===== src/rtl/fbw_pkg.sv =====
`timescale 1ns/1ps
package fbw_pkg;

  // Strobes and tuple position from the controller to the datapath
  typedef struct packed {
    logic step;      // queues and window registers advance this cycle
    logic flush;     // synthetic step after the last input block
    logic tupValid;  // tuple centre row lies inside the image
    logic tupTop;    // tuple centre is image row 0
    logic tupBot;    // tuple centre is the last image row
    logic tupFirst;  // tuple is column block 0
    logic tupLast;   // tuple is the last column block
  } fbwCtl_t;

endpackage


===== src/rtl/fbw_line_queue.sv =====
`timescale 1ns/1ps
module fbw_line_queue #(
  parameter int DEPTH = 4,
  parameter int W     = 32
) (
  input  logic         clk,
  input  logic         rstN,
  input  logic         push,
  input  logic [W-1:0] din,
  output logic [W-1:0] dout
);
  localparam int AW = (DEPTH > 1) ? $clog2(DEPTH) : 1;
  localparam logic [AW-1:0] LAST = AW'(DEPTH - 1);

  logic [W-1:0]  mem [DEPTH];
  logic [AW-1:0] ptr;

  // Oldest entry is read at the slot about to be overwritten
  assign dout = mem[ptr];

  always_ff @(posedge clk) begin
    if (push) mem[ptr] <= din;
  end

  always_ff @(posedge clk or negedge rstN) begin
    if (!rstN)     ptr <= '0;
    else if (push) ptr <= (ptr == LAST) ? '0 : ptr + 1'b1;
  end

endmodule


===== src/rtl/fbw_ctrl.sv =====
`timescale 1ns/1ps
module fbw_ctrl
  import fbw_pkg::*;
#(
  parameter int HEIGHT = 6,
  parameter int BLK    = 4,
  parameter int LAG    = 1
) (
  input  logic    clk,
  input  logic    rstN,
  input  logic    inValid,
  output logic    inReady,
  output fbwCtl_t ctl
);
  localparam int ROWEND = HEIGHT + LAG;
  localparam int RW = $clog2(ROWEND + 1) + 1;
  localparam int CW = (BLK > 1) ? $clog2(BLK) : 1;
  localparam logic [RW-1:0] ROW_LAST  = RW'(HEIGHT - 1);
  localparam logic [RW-1:0] ROW_END   = RW'(ROWEND);
  localparam logic [RW-1:0] ROW_FIRST = RW'(LAG);
  localparam logic [RW-1:0] ROW_BOT   = RW'(ROWEND - 1);
  localparam logic [CW-1:0] COL_LAST  = CW'(BLK - 1);

  logic [CW-1:0] inCol;
  logic [RW-1:0] inRow;
  logic          flushing;
  logic          step;

  assign inReady = !flushing;
  assign step    = flushing || inValid;

  always_ff @(posedge clk or negedge rstN) begin
    if (!rstN) begin
      inCol    <= '0;
      inRow    <= '0;
      flushing <= 1'b0;
    end else if (step) begin
      if (flushing && inRow == ROW_END) begin
        flushing <= 1'b0;
        inRow    <= '0;
        inCol    <= '0;
      end else begin
        if (inCol == COL_LAST) begin
          inCol <= '0;
          inRow <= inRow + 1'b1;
        end else begin
          inCol <= inCol + 1'b1;
        end
        if (!flushing && inRow == ROW_LAST && inCol == COL_LAST) flushing <= 1'b1;
      end
    end
  end

  always_comb begin
    ctl.step     = step;
    ctl.flush    = flushing;
    ctl.tupValid = (inRow >= ROW_FIRST) && (inRow < ROW_END);
    ctl.tupTop   = (inRow == ROW_FIRST);
    ctl.tupBot   = (inRow == ROW_BOT);
    ctl.tupFirst = (inCol == '0);
    ctl.tupLast  = (inCol == COL_LAST);
  end

  AST_STALL_HOLD: assert property (@(posedge clk) disable iff (!rstN)
    !step |=> $stable(inCol) && $stable(inRow));

  AST_FLUSH_END: assert property (@(posedge clk) disable iff (!rstN)
    (flushing && inRow == ROW_END) |=> (inReady && inRow == '0 && inCol == '0));

endmodule


===== src/rtl/fbw_datapath.sv =====
`timescale 1ns/1ps
module fbw_datapath
  import fbw_pkg::*;
#(
  parameter int          WIDTH     = 16,
  parameter int          DW        = 8,
  parameter int          P         = 4,
  parameter bit          WRAP_MODE = 1'b0,
  parameter logic [DW-1:0] FILL    = '0
) (
  input  logic              clk,
  input  logic              rstN,
  input  fbwCtl_t           ctl,
  input  logic [P*DW-1:0]   inPix,
  output logic              outValid,
  output logic [P*9*DW-1:0] outWin,
  output logic [P-1:0]      outBorder
);
  localparam int BLK = WIDTH / P;
  localparam int BW  = P * DW;
  localparam int NQ  = WRAP_MODE ? 3 : 2;

  logic [BW-1:0] qIn;
  logic [BW-1:0] qOut [NQ];
  logic [BW-1:0] inSide [3];
  logic [BW-1:0] tup [3];
  logic [DW-1:0] leftSub [3];
  logic [DW-1:0] rightSub [3];

  assign qIn = ctl.flush ? {P{FILL}} : inPix;

  // Row queues, each one image row of blocks deep
  for (genvar q = 0; q < NQ; q++) begin : g_queue
    if (q == 0) begin : g_head
      fbw_line_queue #(.DEPTH(BLK), .W(BW)) queue_i (
        .clk(clk), .rstN(rstN), .push(ctl.step), .din(qIn), .dout(qOut[q]));
    end else begin : g_chain
      fbw_line_queue #(.DEPTH(BLK), .W(BW)) queue_i (
        .clk(clk), .rstN(rstN), .push(ctl.step), .din(qOut[q-1]), .dout(qOut[q]));
    end
  end

  // Index 0 = top window row
  assign inSide[0] = qOut[1];
  assign inSide[1] = qOut[0];
  assign inSide[2] = qIn;

  if (WRAP_MODE) begin : g_wrap
    assign tup[0] = qOut[2];
    assign tup[1] = qOut[1];
    assign tup[2] = qOut[0];
    // Last column seen on the input side, first column seen on the tuple side
    always_ff @(posedge clk or negedge rstN) begin
      if (!rstN) begin
        for (int r = 0; r < 3; r++) begin
          leftSub[r]  <= FILL;
          rightSub[r] <= FILL;
        end
      end else if (ctl.step) begin
        for (int r = 0; r < 3; r++) begin
          if (ctl.tupLast)  leftSub[r]  <= inSide[r][BW-1 -: DW];
          if (ctl.tupFirst) rightSub[r] <= tup[r][DW-1:0];
        end
      end
    end
  end else begin : g_const
    assign tup[0] = inSide[0];
    assign tup[1] = inSide[1];
    assign tup[2] = inSide[2];
    always_comb begin
      for (int r = 0; r < 3; r++) begin
        leftSub[r]  = FILL;
        rightSub[r] = FILL;
      end
    end
  end

  logic [BW-1:0] cur [3];
  logic [DW-1:0] carry [3];
  logic          curValid, curTop, curBot, curFirst, curLast;
  logic [DW-1:0] ext [3][P+2];
  logic [P*9*DW-1:0] nextWin;
  logic [P-1:0]      nextBorder;

  always_comb begin
    for (int r = 0; r < 3; r++) begin
      ext[r][0]   = curFirst ? leftSub[r] : carry[r];
      ext[r][P+1] = curLast ? rightSub[r] : tup[r][DW-1:0];
      for (int k = 0; k < P; k++) ext[r][k+1] = cur[r][k*DW +: DW];
      if ((r == 0 && curTop) || (r == 2 && curBot)) begin
        for (int k = 0; k < P + 2; k++) ext[r][k] = FILL;
      end
    end
    for (int j = 0; j < P; j++) begin
      for (int r = 0; r < 3; r++) begin
        for (int c = 0; c < 3; c++) begin
          nextWin[(j*9 + r*3 + c)*DW +: DW] = ext[r][j+c];
        end
      end
      nextBorder[j] = curTop || curBot || (curFirst && j == 0) || (curLast && j == P-1);
    end
  end

  always_ff @(posedge clk or negedge rstN) begin
    if (!rstN) begin
      for (int r = 0; r < 3; r++) begin
        cur[r]   <= '0;
        carry[r] <= '0;
      end
      curValid  <= 1'b0;
      curTop    <= 1'b0;
      curBot    <= 1'b0;
      curFirst  <= 1'b0;
      curLast   <= 1'b0;
      outValid  <= 1'b0;
      outWin    <= '0;
      outBorder <= '0;
    end else if (ctl.step) begin
      for (int r = 0; r < 3; r++) begin
        cur[r]   <= tup[r];
        carry[r] <= cur[r][BW-1 -: DW];
      end
      curValid <= ctl.tupValid;
      curTop   <= ctl.tupTop;
      curBot   <= ctl.tupBot;
      curFirst <= ctl.tupFirst;
      curLast  <= ctl.tupLast;
      outValid <= curValid;
      if (curValid) begin
        outWin    <= nextWin;
        outBorder <= nextBorder;
      end
    end else begin
      outValid <= 1'b0;
    end
  end

  AST_EMIT_AFTER_STEP: assert property (@(posedge clk) disable iff (!rstN)
    outValid |-> $past(ctl.step));

  AST_FIRST_COL_BORDER: assert property (@(posedge clk) disable iff (!rstN)
    (ctl.step && curValid && curFirst) |=> (outValid && outBorder[0]));

endmodule


===== src/rtl/fbw_pe_centre.sv =====
`timescale 1ns/1ps
module fbw_pe_centre #(
  parameter int DW = 8,
  parameter int P  = 4
) (
  input  logic [P*9*DW-1:0] win,
  output logic [P*DW-1:0]   result
);
  for (genvar j = 0; j < P; j++) begin : g_pe
    assign result[j*DW +: DW] = win[(j*9 + 4)*DW +: DW];
  end
endmodule


===== src/rtl/par_window_gen.sv =====
`timescale 1ns/1ps
module par_window_gen
  import fbw_pkg::*;
#(
  parameter int            WIDTH     = 16,
  parameter int            HEIGHT    = 6,
  parameter int            DW        = 8,
  parameter int            P         = 4,
  parameter bit            WRAP_MODE = 1'b0,
  parameter logic [DW-1:0] FILL      = '0
) (
  input  logic              clk,
  input  logic              rstN,
  input  logic              inValid,
  output logic              inReady,
  input  logic [P*DW-1:0]   inPix,
  output logic              outValid,
  output logic [P*9*DW-1:0] outWin,
  output logic [P-1:0]      outBorder,
  output logic [P*DW-1:0]   outPix
);
  localparam int BLK = WIDTH / P;
  localparam int LAG = WRAP_MODE ? 2 : 1;

  fbwCtl_t ctl;

  fbw_ctrl #(.HEIGHT(HEIGHT), .BLK(BLK), .LAG(LAG)) ctrl_i (
    .clk(clk), .rstN(rstN), .inValid(inValid), .inReady(inReady), .ctl(ctl));

  fbw_datapath #(.WIDTH(WIDTH), .DW(DW), .P(P), .WRAP_MODE(WRAP_MODE), .FILL(FILL)) dp_i (
    .clk(clk), .rstN(rstN), .ctl(ctl), .inPix(inPix),
    .outValid(outValid), .outWin(outWin), .outBorder(outBorder));

  fbw_pe_centre #(.DW(DW), .P(P)) pe_i (.win(outWin), .result(outPix));

endmodule


===== config.mk =====
export PLATFORM = sky130hd
export DESIGN_NAME = par_window_gen
export DESIGN_NICKNAME = d
export VERILOG_FILES = /design/src/rtl/fbw_pkg.sv /design/src/rtl/fbw_line_queue.sv /design/src/rtl/fbw_ctrl.sv /design/src/rtl/fbw_datapath.sv /design/src/rtl/fbw_pe_centre.sv /design/src/rtl/par_window_gen.sv
export SDC_FILE = /design/constraint.sdc
export NUM_CORES = 1
export LEC_CHECK = 0
export BUFFER_PORTS_ARGS = -buffer_cell sky130_fd_sc_hd__buf_2
export CAP_MARGIN = 20
export CORE_UTILIZATION = 48
export DETAILED_ROUTE_END_ITERATION = 8
export PLACE_DENSITY = 0.76
export SETUP_SLACK_MARGIN = 0.4
export SYNTH_ARGS = -nofsm -noshare
export SYNTH_HDL_FRONTEND = slang
export SYNTH_SLANG_ARGS = --single-unit

===== constraint.sdc =====
create_clock -name clk -period 4.35 [get_ports clk]
set_input_delay 0.87 -clock clk [delete_from_list [all_inputs] [get_ports clk]]
set_output_delay 0.87 -clock clk [all_outputs]
set_load 0.01 [all_outputs]

Word-level counts from Yosys, hierarchy flattened
Memories as Yosys holds them, arrays and structs flattened.
Index checks and enable logic that the tools add are counted.
{"block": "totals", "reg_bits": 429, "mem_bits_rw": 256, "mem_count": 2}
{"block": "op_classes", "addsub": 4, "magnitude_cmp": 2, "n_eq_ne": 7, "mux": 20, "reduce_logical": 15}
{"name": "dp_i.g_queue[0].g_head.queue_i.mem", "words": 4, "width": 32, "read_ports": 1, "rd_ports_with_merged_regs": 0, "write_ports": 1, "line": "fbw_line_queue.sv:15", "rtl": "logic [W-1:0] mem [DEPTH];"}
{"name": "dp_i.g_queue[1].g_chain.queue_i.mem", "words": 4, "width": 32, "read_ports": 1, "rd_ports_with_merged_regs": 0, "write_ports": 1, "line": "fbw_line_queue.sv:15"}
{"operator": "2-to-1 mux 48 bit", "count": 2}
{"operator": "2-to-1 mux 8 bit", "count": 6}
{"operator": "2-to-1 mux 32 bit", "count": 1}
{"operator": "equality test 4 x 3 -> 1 bit, second input constant", "count": 3}
{"operator": "2-to-1 mux 2 bit", "count": 4}
{"operator": "2-to-1 mux 4 bit", "count": 2}
{"operator": "adder 2 x 1 -> 2 bit, second input constant", "count": 3}
{"operator": "equality test 2 bit, second input constant", "count": 3}
{"operator": "AND reduction 2 bit", "count": 3}
{"operator": "2-to-1 mux 1 bit", "count": 5}
{"operator": "adder 4 x 1 -> 4 bit, second input constant", "count": 1}
{"operator": "equality test 4 x 1 -> 1 bit, second input constant", "count": 1}
{"operator": "greater-or-equal comparator 4 x 1 -> 1 bit, second input constant", "count": 1}
{"operator": "logical AND 1 bit", "count": 4}
{"operator": "logical OR 1 bit", "count": 4}
{"operator": "< comparator 4 x 3 -> 1 bit, second input constant", "count": 1}
{"operator": "nonzero test 2 bit", "count": 2}
{"operator": "logical NOT 2 bit", "count": 1}
{"operator": "logical NOT 1 bit", "count": 1}

Longest topological paths before layout
Gate-level depths: netlist of run 1.
{"block": "depth", "word_depth": 5, "depth_mapped": 7, "mapped_depth_nobuf": 5}

Hierarchy
Synthesis of run 1 repeated with hierarchy kept, for this count alone.
{"block": "unflattened", "hier_cells": 1369, "hier_area_um2": 22390.2}
{"mod": "fbw_datapath", "n_inst": 1, "cells_per_inst": 922, "area_per_inst_um2": 12022.8}
{"mod": "fbw_line_queue", "n_inst": 2, "cells_per_inst": 184, "area_per_inst_um2": 4824.6}
{"mod": "fbw_ctrl", "n_inst": 1, "cells_per_inst": 47, "area_per_inst_um2": 478.0}
{"mod": "fbw_pe_centre", "n_inst": 1, "cells_per_inst": 32, "area_per_inst_um2": 240.2}

Least setup slack after synthesis of run 1
Ideal clock, no wire load.
{"block": "synth_timing", "path_type": "input to register", "from": "input inValid", "to": "memory dp_i.g_queue[0].g_head.queue_i.mem[2][0], enable pin", "setup_ns": 0.392, "t_arrival_ns": 2.450, "required_ns": 3.958, "slack_ns": 1.508, "cell_stages": 6, "n_path_buf": 4, "cell_sequence": "buf_2 > or2_1 > clkbuf_1 > buf_6 > buf_2 > and2_1"}
{"block": "synth_between", "elab_chain_cells": 3}
{"element": "from (decl)", "line": "par_window_gen.sv:14", "rtl": "input logic inValid,"}
{"element": "logical OR 1 bit", "line": "fbw_ctrl.sv:30", "rtl": "assign step = flushing || inValid;"}
{"element": "2-to-1 mux 1 bit", "line": "fbw_line_queue.sv:22", "rtl": "if (push) mem[ptr] <= din;"}
{"element": "2-to-1 mux 1 bit (not written as such)", "line": "fbw_line_queue.sv:22"}
{"element": "to (decl)", "line": "fbw_line_queue.sv:15"}
Every way passes these cells.

Worst setup path in the final report of run 1
{"block": "layout_timing", "from": "register ctrl_i.flushing", "to": "memory dp_i.g_queue[1].g_chain.queue_i.mem[3][17], enable pin"}
{"block": "layout_between", "elab_chain_cells": 3}
{"element": "from (decl)", "line": "fbw_ctrl.sv:26", "rtl": "logic flushing;"}
{"element": "from (signal assigned)", "line": "fbw_ctrl.sv:36", "rtl": "flushing <= 1'b0;"}
{"element": "from (signal assigned)", "line": "fbw_ctrl.sv:39", "rtl": "flushing <= 1'b0;"}
{"element": "from (signal assigned)", "line": "fbw_ctrl.sv:49", "rtl": "if (!flushing && inRow == ROW_LAST && inCol == COL_LAST) flushing <= 1'b1;"}
{"element": "logical OR 1 bit", "line": "fbw_ctrl.sv:30"}
{"element": "2-to-1 mux 1 bit", "line": "fbw_line_queue.sv:22"}
{"element": "2-to-1 mux 1 bit (not written as such)", "line": "fbw_line_queue.sv:22"}
{"element": "to (decl)", "line": "fbw_line_queue.sv:15"}
Every way passes these cells.

==> run metrics, run 1 <==
status=complete, no violations; CTS clock-pin slew for the worst setup and hold paths=0.06 ns; Clock Latency Late Sink=0.58 ns; critical path's largest stage delay=0.86 ns; Synth Area in Adders=0.007857; Startpoint Class=flip-flop; layout cells sized above 1=0.3830; synthesis-to-layout area growth=12.38%; yosys warns=0; Slew Limit Fails=0; Final setup viols=0; post-CTS setup buffer count=0; cell taking the most area after synthesis=edfxtp_1; GRT overflow=0; ANT nets after route=0; CP max FO=47; EDFF count, synth=256; Syn Inst Count=1455; critical path type=reg2reg; Worst R2R End=dp_i.g_queue[1].g_chain.queue_i.mem[3][17]; Seq/Total Area, Yosys=0.6636; Core ar.=around 0.046 mm^2; syn_area_per_cell=15.32 um^2; Crit path arrival time=between 2 and 3 ns; # DRC=0; PwrDens=between 800 and 900 mW/mm^2; reg2reg path depth=2; Hold Path Class=in2async; crit share post-route=0.6179; cell area after synthesis=0.02229 mm^2; Register Area=0.01480 mm^2; Crit path required time=approximately 4.6 ns; Die H=217.5 um; Yosys top cell area share=0.3448; minimum clock period=2.688 ns; total clock sinks=540; Max-Cap Viols=0; met2 Use GR=0.3065; worst r2r src=ctrl_i.flushing; main combinational cell family by area after synthesis=multiplexers; Critical Path Sink Type=flip-flop; HPWL Detailed=28430 um; Worst-Margin Slew=between 0.8 and 0.9 ns; Post-synth top cells=dfrtp_1, edfxtp_1, buf_4; WL/cell=19.81 um; Post-Route Setup TNS=0 ns; starting density of the core=0.4892; Final nets=1678; Final Wtd Congestion=0.7466; vias in the first global route=11.73k; Max IR drop VDD=0.4762 mV; die width=217.5 um; root buffer cell=clkbuf_16; unrepaired setup endpoints after global routing=false; Post-synth ARST share=0.5259; # hold bufs at CTS=0; Slew HR=0.4093; Iter 0 DRT Violations=862; All-Layer GR Usage=0.1910; Final Skew=around 0.018 ns; final wirelength=45020 um; IO buf count=between 300 and 400; Primary FF master, synth=dfrtp_1; initial antenna violation count=1; Yosys reg bits=540; GR Layer Usage met3=0.03529; f_max=372.1 MHz; count leader, synth=dfrtp_1; drt first pass iters=5; first-pass GRT wire length=69180 um; Via-to-Cell Ratio=5.203; CTS tree=yes; post-synthesis xor/xnor area fraction=0; Critical-path top delay cell=and2_2; CTS H-Tree Depth=2; die area=0.04731 mm^2; P_leak=10.75 nW; Post-Synth Simple-Gate Area=0.06269; multiplexer share of the synthesized area=0.1499; FF-to-FF setup slack=approximately 1.7 ns; area occupied by multi-input gates=0.005722 mm^2; Final Power=20.27 mW; Resize count post-CTS=0; met1 Use GR=0.2672; pin count of the biggest net entering global routing=approximately 130; crit path buf inv count=0; Final Hold Vio Count=0; total number of vias=between 10k and 15k; cell row count=78; CTS max path bufs=3; crit path cell chain=or2_4 > and2_2; final hold slack=around 0.3 ns; Ports=361; # fillers=3565; gr busiest metal=met2; Num CTS Buffers=53; Cell variety after synth=38; Synth Area in Compound Gates=0.03530; syn_nets=1504; Top delay family on crit path=simple AND/OR/NAND/NOR gates; top cells by area, synth=edfxtp_1, dfrtp_1, buf_4
## placed cells by master (no fill, tap or decap), drive strengths merged, types with 2 or more instances in the layout
cell type and count:
a21oi 3, buf 373, clkinv 17, bufinv 7, nand2b 72, diode 2
nand2 119, nor3 4, dfrtp 284, mux4 64, mux2 121, nor2 39
edfxtp 256, nand3 2, ha 14, nor2b 33, mux2i 32, o21ai 102
a22o 25, and2 8, clkbuf 68, clkinvlp 3, inv 12, or3 3
## worst max path at each step
stage / start / to / slack [ns] / cells past startpoint
6_report: ctrl_i.flushing / dp_i.g_queue[1].g_chain.queue_i.mem[3][17] / 1.66 / 2
4_1_cts: ctrl_i.flushing / dp_i.g_queue[1].g_chain.queue_i.mem[3][29] / 1.63 / 2
3_3_place_gp: inValid / dp_i.g_queue[0].g_head.queue_i.mem[3][19] / 1.52 / 3
5_1_grt: ctrl_i.flushing / dp_i.g_queue[0].g_head.queue_i.mem[3][20] / 1.52 / 2
3_5_place_dp: inValid / dp_i.g_queue[0].g_head.queue_i.mem[3][19] / 1.50 / 3
2_1_floorplan: inValid / dp_i.g_queue[0].g_head.queue_i.mem[2][0] / 1.51 / 6
## per-layer routing
layer,part of all wire,wire (um)
met1,0.44,19720
met2,0.48,21750
met3,0.056,2534
met4,0.022,1012
met5,0,0
## flip-flops by register name, indices dropped and copies added (netlist names), 2 cells and up
register / flops
dp_i.outWin: 144
dp_i.g_queue.g_chain.queue_i.ptr: 2
dp_i.g_queue.g_head.queue_i.mem: 128
dp_i.carry: 24
dp_i.g_queue.g_chain.queue_i.mem: 128
dp_i.outBorder: 3
dp_i.cur: 96
dp_i.g_queue.g_head.queue_i.ptr: 2
ctrl_i.inRow: 4
ctrl_i.inCol: 2
## where the power goes
| part | total [mW] | internal [mW] | switching (mW) |
|---|---|---|---|
| registers | 9.05 | 7.66 | 1.39 |
| clock network | 4.64 | 2.73 | 1.91 |
| logic | 6.59 | 3.07 | 3.51 |
| total | 20.3 | 13.5 | 6.81 |
## kinds of logic after synthesis
kind of cell             count (synthesis)
AO/OA/AOI/OAI                          135
adder cells (fa/ha/maj)                 14
buffers and inverters                  264
flip-flops                             540
multiplexers                           217
AND/OR/NAND/NOR                        285
## layout make-up
cell class,instances,area share
antenna,2,0.0001998
clock buffer,68,0.05678
clock inverter,29,0.01363
inverter,10,0.001498
multi-input combinational,651,0.2284
sequential,540,0.5908
tap,600,0.02997
timing repair buffer,373,0.07871
## through the flow
stage	cell area [um^2]	worst slack, ns	instances	utilization
6_report	25050	1.662	2273	0.5497
5_1_grt	25050	1.520	2272	0.5496
2_1_floorplan	22290	1.508	1455	-
3_5_place_dp	23260	1.497	2173	0.5104
3_3_place_gp	23260	1.522	2173	0.5104
4_1_cts	25030	1.635	2270	0.5491
No activity file was read; power rests on OpenSTA's default activity.
==> inputs of run 2 (changes only) <==
--- a/config.mk
+++ b/config.mk
@@ -5,11 +5,12 @@
 export SDC_FILE = /design/constraint.sdc
 export NUM_CORES = 1
 export LEC_CHECK = 0
+export ABC_AREA = 1
 export BUFFER_PORTS_ARGS = -buffer_cell sky130_fd_sc_hd__buf_2
 export CAP_MARGIN = 20
 export CORE_UTILIZATION = 48
 export DETAILED_ROUTE_END_ITERATION = 8
-export PLACE_DENSITY = 0.76
+export PLACE_DENSITY = 0.75
 export SETUP_SLACK_MARGIN = 0.4
 export SYNTH_ARGS = -nofsm -noshare
 export SYNTH_HDL_FRONTEND = slang
==> constraint.sdc (replaced) <==
create_clock -name clk -period 2.55 [get_ports clk]
set_input_delay 0.51 -clock clk [delete_from_list [all_inputs] [get_ports clk]]
set_output_delay 0.51 -clock clk [all_outputs]
set_load 0.01 [all_outputs]
==> run 2 against run 1 <==
  * Maximum frequency is 35% higher
  * Utilization is 0.080 points higher
  * Design area is 3.2% higher
  * Flip-flop and latch count stayed put
  * Combinational power is 110% higher
  * Die area is 3.2% higher
  * Global-route usage is 2.0 points higher
  * Routed wire length is 14% higher
  * Clock skew is 0.011 ns higher
  * Hold slack better by 0.024 ns
  * Clock power is 66% higher
  * Clock-buffer cell count is 7 higher
  * Critical path type unchanged
  * Critical endpoint is now dp_i.g_queue[0].g_head.queue_i.mem[3][21]
  * Largest cell class unchanged
==> run metrics, run 2 <==
status=complete, no violations; Final Hold Vio Count=0 (unchanged); Synth Area in Compound Gates=0.02958 (-0.005720); yosys warns=0 (unchanged); Via-to-Cell Ratio=4.978 (-4.3%); final non-filler cell total=3147 (+38%); FF-to-FF setup slack=0.55 ns (-1.11 ns); die area=0.04882 mm^2 (+3.2%); Final Skew=0.02848 ns (+0.01082 ns); vias in the first global route=15.20k (+30%); unrepaired setup endpoints after global routing=false; initial antenna violation count=0 (-1); Top reg by flops=dp_i.outWin; syn_area_per_cell=9.897 um^2 (-35%); worst r2r src=dp_i.g_queue[0].g_head.queue_i.ptr[0]; Primary FF master, synth=dfrtp_1; minimum clock period=1.995 ns (-0.6925 ns); CTS clock-pin slew for the worst setup and hold paths=0.06 ns (about the same); Largest regs=dp_i.outWin: 144 flops, dp_i.g_queue.g_head.queue_i.mem: 128 flops, dp_i.g_queue.g_chain.queue_i.mem: 128 flops; layout cells sized above 1=0.1953 (-0.1877); post-synthesis xor/xnor area fraction=0.0003806 (+0.0003806); Slew Limit Fails=0 (unchanged); CTS max path bufs=3 (unchanged); crit path cell chain=buf_6 > ha_1 > inv_1 > nor2_4 > buf_12; Place WS=0.4240 ns (-1.073 ns); Post-Route Setup TNS=0 ns (unchanged); Final Wtd Congestion=0.8138 (+9.0%); dpl cell area=0.02410 mm^2 (+3.6%); Iter 0 DRT Violations=1102 (+28%); most frequent cells in the layout=nand2_1, buf_2, dfrtp_1; Core ar.=0.04695 mm^2 (+3.0%); Ports=361 (unchanged); reg2reg path depth=5 (+3); cell area after synthesis=0.02301 mm^2 (+3.2%); Post-synth ARST share=0.5259 (unchanged); cell taking the most area after synthesis=edfxtp_1; Max-Cap Viols=0 (unchanged); total clock sinks=540 (unchanged); EDFF count, synth=256 (unchanged); WL/cell=16.28 um (-18%); Startpoint Class=flip-flop; critical path type=reg2reg; max reg flops=144 (unchanged); Synth Area in Adders=0.007613 (-0.0002444); Setup WS post-layout=0.5548 ns (-1.107 ns); # diodes=0 (-2); Yosys reg bits=540 (unchanged); fin util=0.5505 (+0.0007960); Crit path arrival time=2.28 ns (-0.61 ns); critical path's largest stage delay=0.58 ns (-0.28 ns); # DRC=0 (unchanged); crit share post-route=0.7824 (+0.1646); Final Power=37.60 mW (+85%); GRT overflow=0 (unchanged); root buffer cell=clkbuf_16; Placed Instances=3048 (+40%); hold depth=5; Crit path required time=2.83 ns (-1.72 ns); ANT nets after route=0 (unchanged); count leader, synth=nand2_1; cell row count=79 (+1.3%); main combinational cell family by area after synthesis=simple AND/OR/NAND/NOR gates; hold endpoint=dp_i.cur[25]; IO buf count=360 (unchanged); Final setup viols=0 (unchanged); multiplexer share of the synthesized area=0 (-0.1499); commonest non-fill, non-tap cell in the layout=nand2_1; final wirelength=51250 um (+14%); Slew HR=0.3142 (-0.09503); synthesis-to-layout area growth=12.33% (about the same); Yosys top cell area share=0.3341 (-0.01073); # fillers=3975 (+12%); Num CTS Buffers=52 (-1.9%); total number of vias=15.67k (+32%); All-Layer GR Usage=0.2113 (+0.02029); post-CTS setup buffer count=0 (unchanged); Clock Latency Late Sink=0.60 ns (+0.02 ns); Post-Synth Simple-Gate Area=0.1987 (+0.1361); Hold Path Class=in2reg; CTS H-Tree Depth=2 (unchanged); HPWL Detailed=34130 um (+20%); drt first pass iters=5 (unchanged); f_max=501.2 MHz (+35%); CP max FO=33 (-30%); Critical-path top delay cell=dfrtp_2; Worst R2R End=dp_i.g_queue[0].g_head.queue_i.mem[3][21]; Cell variety after synth=27 (-29%); pin count of the biggest net entering global routing=110 (-13%); Die H=220.9 um (+1.6%); Syn Inst Count=2325 (+60%); syn_nets=2374 (+58%); P_leak=12.75 nW (+19%); Worst-Margin Slew=1.026 ns (+0.1401 ns); Design Area, Final=0.02585 mm^2 (+3.2%); top cells by area, synth=edfxtp_1, dfrtp_1, nand2_1; hold path startpoint=inPix[25]; die width=220.9 um (+1.6%); Seq/Total Area, Yosys=0.6430 (-0.02064); Max IR drop VDD=0.7780 mV (+63%); Post-synth top cells=nand2_1, dfrtp_1, edfxtp_1; first-pass GRT wire length=82050 um (+19%); Critical Path Sink Type=flip-flop; PwrDens=1455 mW/mm^2 (+80%); Final nets=2545 (+52%); CTS tree=yes; starting density of the core=0.4901 (+0.0009172); final hold slack=0.3185 ns (+0.02393 ns)
## run 2: cell types whose count changed in the layout (fill, tap and decap cells not counted), moves of 33 or more
cell      previous run  this run
mux4_2              48         0
nor2b_1             33         0
mux2_4              42         0
nand2b_1            72         0
o21ai_0            101        62
mux2_2              78         0
inv_1               10       221
o21ai_1              0        68
nand2_1            119       850
nand3_1              2       179
## run 2: layer usage
metal	routed length (um)	share of wire	global-route usage
met4	1056	0.021	0.06294
met5	0	0	0
met1	22660	0.44	0.2935
met2	24420	0.48	0.3450
met3	3114	0.061	0.03213
## run 2: logic make-up (layout without fill, tap and decap cells)
family | after synthesis | count (layout)
flops | 540 | 540
xor+xnor | 1 | 1
compound gates | 136 | 136
fa+ha+maj | 14 | 14
simple gates | 1123 | 1123
buf+inv | 511 | 726
## run 2: critical path, delay by kind of cell (launching register included)
family | cells | cell delay [ns]
fa+ha+maj | 1 | 0.19
buf+inv | 3 | 0.61
flops | 1 | 0.58
simple gates | 1 | 0.28
## run 2: layout make-up
class                           count  area [um^2]  share of cell area
Sequential cell                   540        14800              0.5725
Multi-Input combinational cell   1274         5498              0.2127
Timing Repair Buffer              399         2202             0.08520
Clock buffer                       75         1533             0.05930
Inverter                          229        862.1             0.03335
Tap cell                          607        759.5             0.02938
Clock inverter                     23        195.2            0.007552
## run 2: how the worst max path moves through the flow
stage / startpoint / end / cells past startpoint
finish: dp_i.g_queue[0].g_head.queue_i.ptr[0] / dp_i.g_queue[0].g_head.queue_i.mem[3][21] / 5
global placement: inValid / dp_i.cur[80] / 6
CTS: dp_i.g_queue[0].g_head.queue_i.ptr[0] / dp_i.g_queue[0].g_head.queue_i.mem[3][16] / 5
global route: dp_i.g_queue[0].g_head.queue_i.ptr[0] / dp_i.g_queue[0].g_head.queue_i.mem[3][16] / 5
detailed placement: inValid / dp_i.cur[38] / 6
floorplan: dp_i.g_queue[0].g_head.queue_i.ptr[0] / dp_i.g_queue[0].g_head.queue_i.mem[2][0] / 6
## run 2: report_power, final
group / switching, mW / leakage, nW / internal (mW) / total [mW]
Sequential: 1.95 / 5.99 / 13.8 / 15.8
Clock: 3.23 / 0.854 / 4.48 / 7.72
Combinational: 9.64 / 5.90 / 4.49 / 14.1
## run 2: what timing repair did
action                     4_1_cts  5_1_grt
hold buffers                     1        0
setup endpoints to repair        0       52
hold endpoints to repair        63        0
resized for setup                0        2
